[src/rtl/rtc_host_pkg.sv]
package rtc_host_pkg;
    localparam int IDX_W    = 7;
    localparam int DATA_W   = 8;
    localparam int N_SRC    = 3;
    localparam int C_FLAG_LO = 4;
    localparam int C_SUM    = 7;
    localparam int B_EN_LO  = 4;
    localparam int B_KEEP_W = 4;

    localparam logic [IDX_W-1:0] IDX_CTL_A  = 7'h0A;
    localparam logic [IDX_W-1:0] IDX_CTL_B  = 7'h0B;
    localparam logic [IDX_W-1:0] IDX_FLAGS  = 7'h0C;
    localparam logic [IDX_W-1:0] IDX_STATUS = 7'h0D;

    typedef enum logic {
        IRQ_QUIET,
        IRQ_RAISED
    } irq_state_t;

    typedef enum logic [2:0] {
        ACC_NONE,
        ACC_INDEX,
        ACC_WRITE,
        ACC_READ,
        ACC_PORT0_READ
    } acc_kind_t;
endpackage

[src/rtl/rtc_host_decode.sv]
module rtc_host_decode
    import rtc_host_pkg::*;
#(
    parameter int W = IDX_W
) (
    input  logic         clk,
    input  logic         por_n,
    input  logic         rst_n,
    input  logic         host_port,
    input  logic         host_wr,
    input  logic         host_rd,
    input  logic [W-1:0] idx_wdata,
    output acc_kind_t    acc,
    output logic [W-1:0] idx_q,
    output logic         sel_a,
    output logic         sel_b,
    output logic         sel_c,
    output logic         sel_d
);
    always_comb begin
        unique case ({host_wr, host_rd})
            2'b10:   acc = host_port ? ACC_WRITE : ACC_INDEX;
            2'b01:   acc = host_port ? ACC_READ : ACC_PORT0_READ;
            default: acc = ACC_NONE;
        endcase
    end

    always_ff @(posedge clk or negedge por_n) begin
        if (!por_n) begin
            idx_q <= '0;
        end else if (!rst_n) begin
            idx_q <= '0;
        end else if (acc == ACC_INDEX) begin
            idx_q <= idx_wdata;
        end
    end

    always_comb begin
        sel_a = (idx_q == W'(IDX_CTL_A));
        sel_b = (idx_q == W'(IDX_CTL_B));
        sel_c = (idx_q == W'(IDX_FLAGS));
        sel_d = (idx_q == W'(IDX_STATUS));
    end
endmodule

[src/rtl/rtc_flag_bank.sv]
module rtc_flag_bank #(
    parameter int N = 3
) (
    input  logic         clk,
    input  logic         por_n,
    input  logic         rst_n,
    input  logic [N-1:0] evt,
    input  logic         clr,
    output logic [N-1:0] flags_q
);
    for (genvar i = 0; i < N; i++) begin : g_flag
        always_ff @(posedge clk or negedge por_n) begin
            if (!por_n) begin
                flags_q[i] <= 1'b0;
            end else if (!rst_n) begin
                flags_q[i] <= 1'b0;
            end else if (clr) begin
                flags_q[i] <= evt[i];
            end else begin
                flags_q[i] <= flags_q[i] | evt[i];
            end
        end
    end
endmodule

[src/rtl/rtc_irq_fsm.sv]
module rtc_irq_fsm
    import rtc_host_pkg::*;
(
    input  logic clk,
    input  logic por_n,
    input  logic rst_n,
    input  logic pending,
    input  logic clr,
    output logic irq
);
    irq_state_t state_q, state_d;

    always_ff @(posedge clk or negedge por_n) begin
        if (!por_n) begin
            state_q <= IRQ_QUIET;
        end else if (!rst_n) begin
            state_q <= IRQ_QUIET;
        end else begin
            state_q <= state_d;
        end
    end

    always_comb begin
        state_d = state_q;
        unique case (state_q)
            IRQ_QUIET:  if (pending && !clr) state_d = IRQ_RAISED;
            IRQ_RAISED: if (clr) state_d = IRQ_QUIET;
            default:    state_d = IRQ_QUIET;
        endcase
    end

    always_comb begin
        irq = (state_q == IRQ_RAISED);
    end
endmodule

[src/rtl/rtc_host_regs.sv]
module rtc_host_regs
    import rtc_host_pkg::*;
#(
    parameter int IW = IDX_W
) (
    input  logic        clk,
    input  logic        por_n,
    input  logic        rst_n,
    input  logic        host_port,
    input  logic        host_wr,
    input  logic        host_rd,
    input  logic [7:0]  host_wdata,
    output logic [7:0]  host_rdata,
    input  logic        evt_update,
    input  logic        evt_alarm,
    input  logic        evt_periodic,
    input  logic        cal_uip,
    output logic        irq,
    output logic [3:0]  cfg_rate,
    output logic [2:0]  cfg_div,
    output logic [7:0]  cfg_ctrl
);
    localparam int A_W = DATA_W - 1;

    acc_kind_t         acc;
    logic [IW-1:0]     idx_q;
    logic              sel_a, sel_b, sel_c, sel_d;
    logic [A_W-1:0]    a_q;
    logic [DATA_W-1:0] b_q;
    logic              vrt_q;
    logic [N_SRC-1:0]  flags_q;
    logic [N_SRC-1:0]  evt_vec;
    logic              clr_c;
    logic              pending;
    logic [DATA_W-1:0] rd_mux;

    rtc_host_decode #(.W(IW)) u_decode (
        .clk       (clk),
        .por_n     (por_n),
        .rst_n     (rst_n),
        .host_port (host_port),
        .host_wr   (host_wr),
        .host_rd   (host_rd),
        .idx_wdata (host_wdata[IW-1:0]),
        .acc       (acc),
        .idx_q     (idx_q),
        .sel_a     (sel_a),
        .sel_b     (sel_b),
        .sel_c     (sel_c),
        .sel_d     (sel_d)
    );

    assign evt_vec = {evt_periodic, evt_alarm, evt_update};
    assign clr_c   = (acc == ACC_READ) && sel_c;
    assign pending = |(flags_q & b_q[B_EN_LO +: N_SRC]);

    rtc_flag_bank #(.N(N_SRC)) u_flags (
        .clk     (clk),
        .por_n   (por_n),
        .rst_n   (rst_n),
        .evt     (evt_vec),
        .clr     (clr_c),
        .flags_q (flags_q)
    );

    rtc_irq_fsm u_irq (
        .clk     (clk),
        .por_n   (por_n),
        .rst_n   (rst_n),
        .pending (pending),
        .clr     (clr_c),
        .irq     (irq)
    );

    always_ff @(posedge clk or negedge por_n) begin
        if (!por_n) begin
            a_q <= '0;
        end else if (acc == ACC_WRITE && sel_a) begin
            a_q <= host_wdata[A_W-1:0];
        end
    end

    always_ff @(posedge clk or negedge por_n) begin
        if (!por_n) begin
            b_q <= '0;
        end else if (!rst_n) begin
            b_q[B_EN_LO-1 +: B_KEEP_W] <= '0;
        end else if (acc == ACC_WRITE && sel_b) begin
            b_q <= host_wdata;
        end
    end

    always_ff @(posedge clk or negedge por_n) begin
        if (!por_n) begin
            vrt_q <= 1'b0;
        end else if (!rst_n) begin
            vrt_q <= 1'b1;
        end
    end

    always_comb begin
        rd_mux = '0;
        if (sel_a) begin
            rd_mux = {cal_uip, a_q};
        end else if (sel_b) begin
            rd_mux = b_q;
        end else if (sel_c) begin
            rd_mux[C_SUM] = irq;
            rd_mux[C_FLAG_LO +: N_SRC] = flags_q;
        end else if (sel_d) begin
            rd_mux[DATA_W-1] = vrt_q;
        end
    end

    always_ff @(posedge clk or negedge por_n) begin
        if (!por_n) begin
            host_rdata <= '0;
        end else if (acc == ACC_READ) begin
            host_rdata <= rd_mux;
        end else if (acc == ACC_PORT0_READ) begin
            host_rdata <= '0;
        end
    end

    assign cfg_rate = a_q[3:0];
    assign cfg_div  = a_q[6:4];
    assign cfg_ctrl = b_q;
endmodule

[config.mk]
export PLATFORM = sky130hd
export DESIGN_NAME = rtc_host_regs
export DESIGN_NICKNAME = d
export VERILOG_FILES = /design/src/rtl/rtc_host_pkg.sv /design/src/rtl/rtc_host_decode.sv /design/src/rtl/rtc_flag_bank.sv /design/src/rtl/rtc_irq_fsm.sv /design/src/rtl/rtc_host_regs.sv
export SDC_FILE = /design/constraint.sdc
export NUM_CORES = 1
export LEC_CHECK = 0
export BUFFER_PORTS_ARGS = -buffer_cell sky130_fd_sc_hd__buf_2
export CORE_MARGIN = 8
export CORE_UTILIZATION = 30
export DETAILED_ROUTE_END_ITERATION = 12
export MAX_ROUTING_LAYER = met4
export PLACE_DENSITY_LB_ADDON = 0.2
export SETUP_SLACK_MARGIN = 0.5
export SLEW_MARGIN = 20
export SYNTH_ARGS = -nofsm -noshare
export SYNTH_HDL_FRONTEND = slang
export SYNTH_SLANG_ARGS = --single-unit
[constraint.sdc]
create_clock -name clk -period 2.4 [get_ports clk]
set_clock_uncertainty 0.05 [all_clocks]
set_input_delay 0.24 -clock clk [delete_from_list [all_inputs] [get_ports clk]]
set_output_delay 0.24 -clock clk [all_outputs]
set_load 0.01 [all_outputs]
==> summary.txt <==
Floorplan
  • Die width: 89.6 um
  • Core ar.: 5170 um2
  • Row count: 26
  • Die Area: 8020 um2
  • IO Pins: 42
  • Die Ht: 89.6 um
  • Initial core utilization: 0.314

Clocking
  • H-tree depth: 2
  • Reg clk slew, reported paths: 0.07 ns
  • Setup bufs post-CTS: 0
  • Hold-fix buffers, CTS: 0
  • Clock Latency Late Sink: 0.28 ns
  • CTS Buf Count: 5
  • Clk sink count: 35
  • Clock root buffer: clkbuf_8
  • CTS tree: built
  • Clock Path Buffers: 2

Logic synthesis
  • Gate Count Post-Synth: 139
  • Syn nets: 159
  • Top cell type's share of synthesized area: 0.539
  • Synth cell count leaders: 35 x dfrtp_1, 15 x mux2i_1, 15 x nor2_1
  • Synth area leader: dfrtp_1
  • Synth Flop Type: dfrtp_1
  • Unique masters post-synth: 32
  • Seq/Total Area, Yosys: 0.539
  • Syn Area/Cell: 11.7 um2
  • #FFs+latches synth: 35
  • Largest cells by area after synthesis: dfrtp_1 54%, mux2i_1 9.2%, mux2_2 4.9%, mux2_4 3.7%, nor2_1 3.5%
  • EDFF count, synth: 0
  • Synth async-reset ratio: 1.00
  • Most frequent cell after synthesis: dfrtp_1
  • Mapped cell area: 1620 um2
  • Yosys warns: 0

Placed design
  • Placed cell area: 1900 um2
  • HPWL after DPL: 3110 um
  • Gpl congestion: 0.735
  • Worst slack at placement: 0.352 ns
  • IO Port Bufs: 41

Critical path
  • Worst path required time: 2.51 ns
  • R2R Path Start: u_decode.idx_q[5]
  • Reg2Reg Depth: 4
  • R2r setup slk: 0.57 ns
  • RR Endpoint: cfg_ctrl[1]
  • Crit path arrival time: 1.94 ns
  • CP Max Fanout: 5
  • Setup CP Type: flip-flop to flip-flop
  • CP startpoint kind: flip-flop
  • CP endpoint kind: flip-flop

STA
  • Hold Slack: -0.0140 ns
  • Final hold viol count: 35
  • Ratio of final minimum period to clock period: 0.761
  • Max Clk Rate: 547 MHz
  • Max Transition Viols Final: 0
  • Setup TNS: 0 ns
  • RSZ-0062 raised after global routing: true
  • Final setup fails: 0
  • Tightest Pin Transition: 0.782 ns
  • Slew headroom: 0.479
  • Final WS setup: 0.573 ns
  • Crit path time final: 1.83 ns

Global route
  • Largest net degree at the start of global routing: 36
  • GR Util All Layers: 0.110
  • Global route total overflow: 0
  • Vias in the first global route: 1275
  • Initial antenna violation count: 0
  • First-pass GRT wire length: 6390 um

Power and ir drop
  • VDD IR max: 0.223 mV
  • Pwr/cell area: 552 nW/um2
  • Leak: 1.04 nW
  • Pwr Total: 1.10 mW

Routing
  • Routed Antenna Nets: 0
  • DR WL/cell: 15.7 um
  • Pre-Repair DR Iteration Count: 6
  • DRC: 0
  • Vias: 1215
  • Via density per instance: 4.76
  • Initial detailed-routing violation count: 48
  • WL final: 4000 um

Finish
  • Post-layout net count: 204
  • Area Growth Syn to Fin: 22.3%
  • Fill count: 516
  • Layout cells sized above 1: 0.357
  • N_diodes: 0
  • Final non-filler cell area: 1990 um2

Run status
  • Failing checks: negative hold slack
  • Status: finished, violations left

Job
  • Max-cap viol count: 0

Worst hold path
  • HP Class: input port to async pin
[critical path: stages, from the launching register on]
cell and delay (ns):
dfrtp_1 0.42, nor3_2 0.34, nand4_4 0.21, or2_1 0.36
mux2_4 0.33
[cell type report]
cell class	instances	area [um2]	area share
sequential	35	876	0.441
multi-input combinational	96	709	0.357
timing repair buffer	43	220	0.111
tap	70	87.6	0.0441
clock buffer	7	76.3	0.0384
inverter	3	11.3	0.00567
clock inverter	1	5.00	0.00252
[registers in the layout, summed over array words and instances (netlist names)]
name,cells
a_q,7
cfg_ctrl,8
host_rdata,8
u_decode.idx_q,7
u_flags.flags_q,3
u_irq.irq,1
vrt_q,1
[power by group]
| group | internal (mW) | switching (mW) |
|---|---|---|
| combinational | 0.0327 | 0.0520 |
| sequential | 0.600 | 0.00923 |
| clock | 0.203 | 0.199 |
| total | 0.836 | 0.260 |
[per-layer routing]
metal,part of all wire,vias up,global-route usage
met2,0.49,29,0.166
met4,0.014,0,0.0650
met3,0.051,2,0.0255
met5,0,-,-
met1,0.44,601,0.131
li1,-,583,-
[repair_timing]
item	in CTS	in global routing
hold endpoints to repair	0	0
endpoints found under the setup margin	0	5
gates resized for setup	0	2
[kinds of logic after synthesis]
family / share of synthesized area
simple gates: 0.159
flops: 0.539
mux: 0.178
compound gates: 0.0801
buf+inv: 0.0285
fa+ha+maj: 0.0154
[worst max path at each step]
stage                            startpoint          end  cells past startpoint
after floorplan                     host_wr  cfg_ctrl[0]                      8
after global routing      u_decode.idx_q[5]  cfg_ctrl[1]                      4
final                     u_decode.idx_q[5]  cfg_ctrl[1]                      4
after CTS                 u_decode.idx_q[2]  cfg_ctrl[1]                      4
after global placement              host_wr  cfg_ctrl[2]                      7
after detailed placement            host_wr  cfg_ctrl[1]                      7
[stage by stage]
stage | util | std cells
after floorplan | - | 139
after global routing | 0.384 | 255
final | 0.384 | 255
after detailed placement | 0.367 | 247
after global placement | 0.367 | 247
after CTS | 0.382 | 255
[placed cells by master, fill, tap and decap left out, types with 2 or more instances in the layout]
cell,instances
nor2b_1,3
buf_4,2
o41ai_1,3
nand2b_1,2
clkbuf_1,2
nand3_1,3
inv_1,3
mux2i_1,15
dfrtp_1,35
o21ai_0,5
mux2_4,4
buf_2,41
nand2_1,9
nand4_1,2
mux2_2,7
clkbuf_8,5
nor3_1,3
ha_1,2
nor2_1,15
a21oi_1,9
Power figures use the tool's default switching activity.
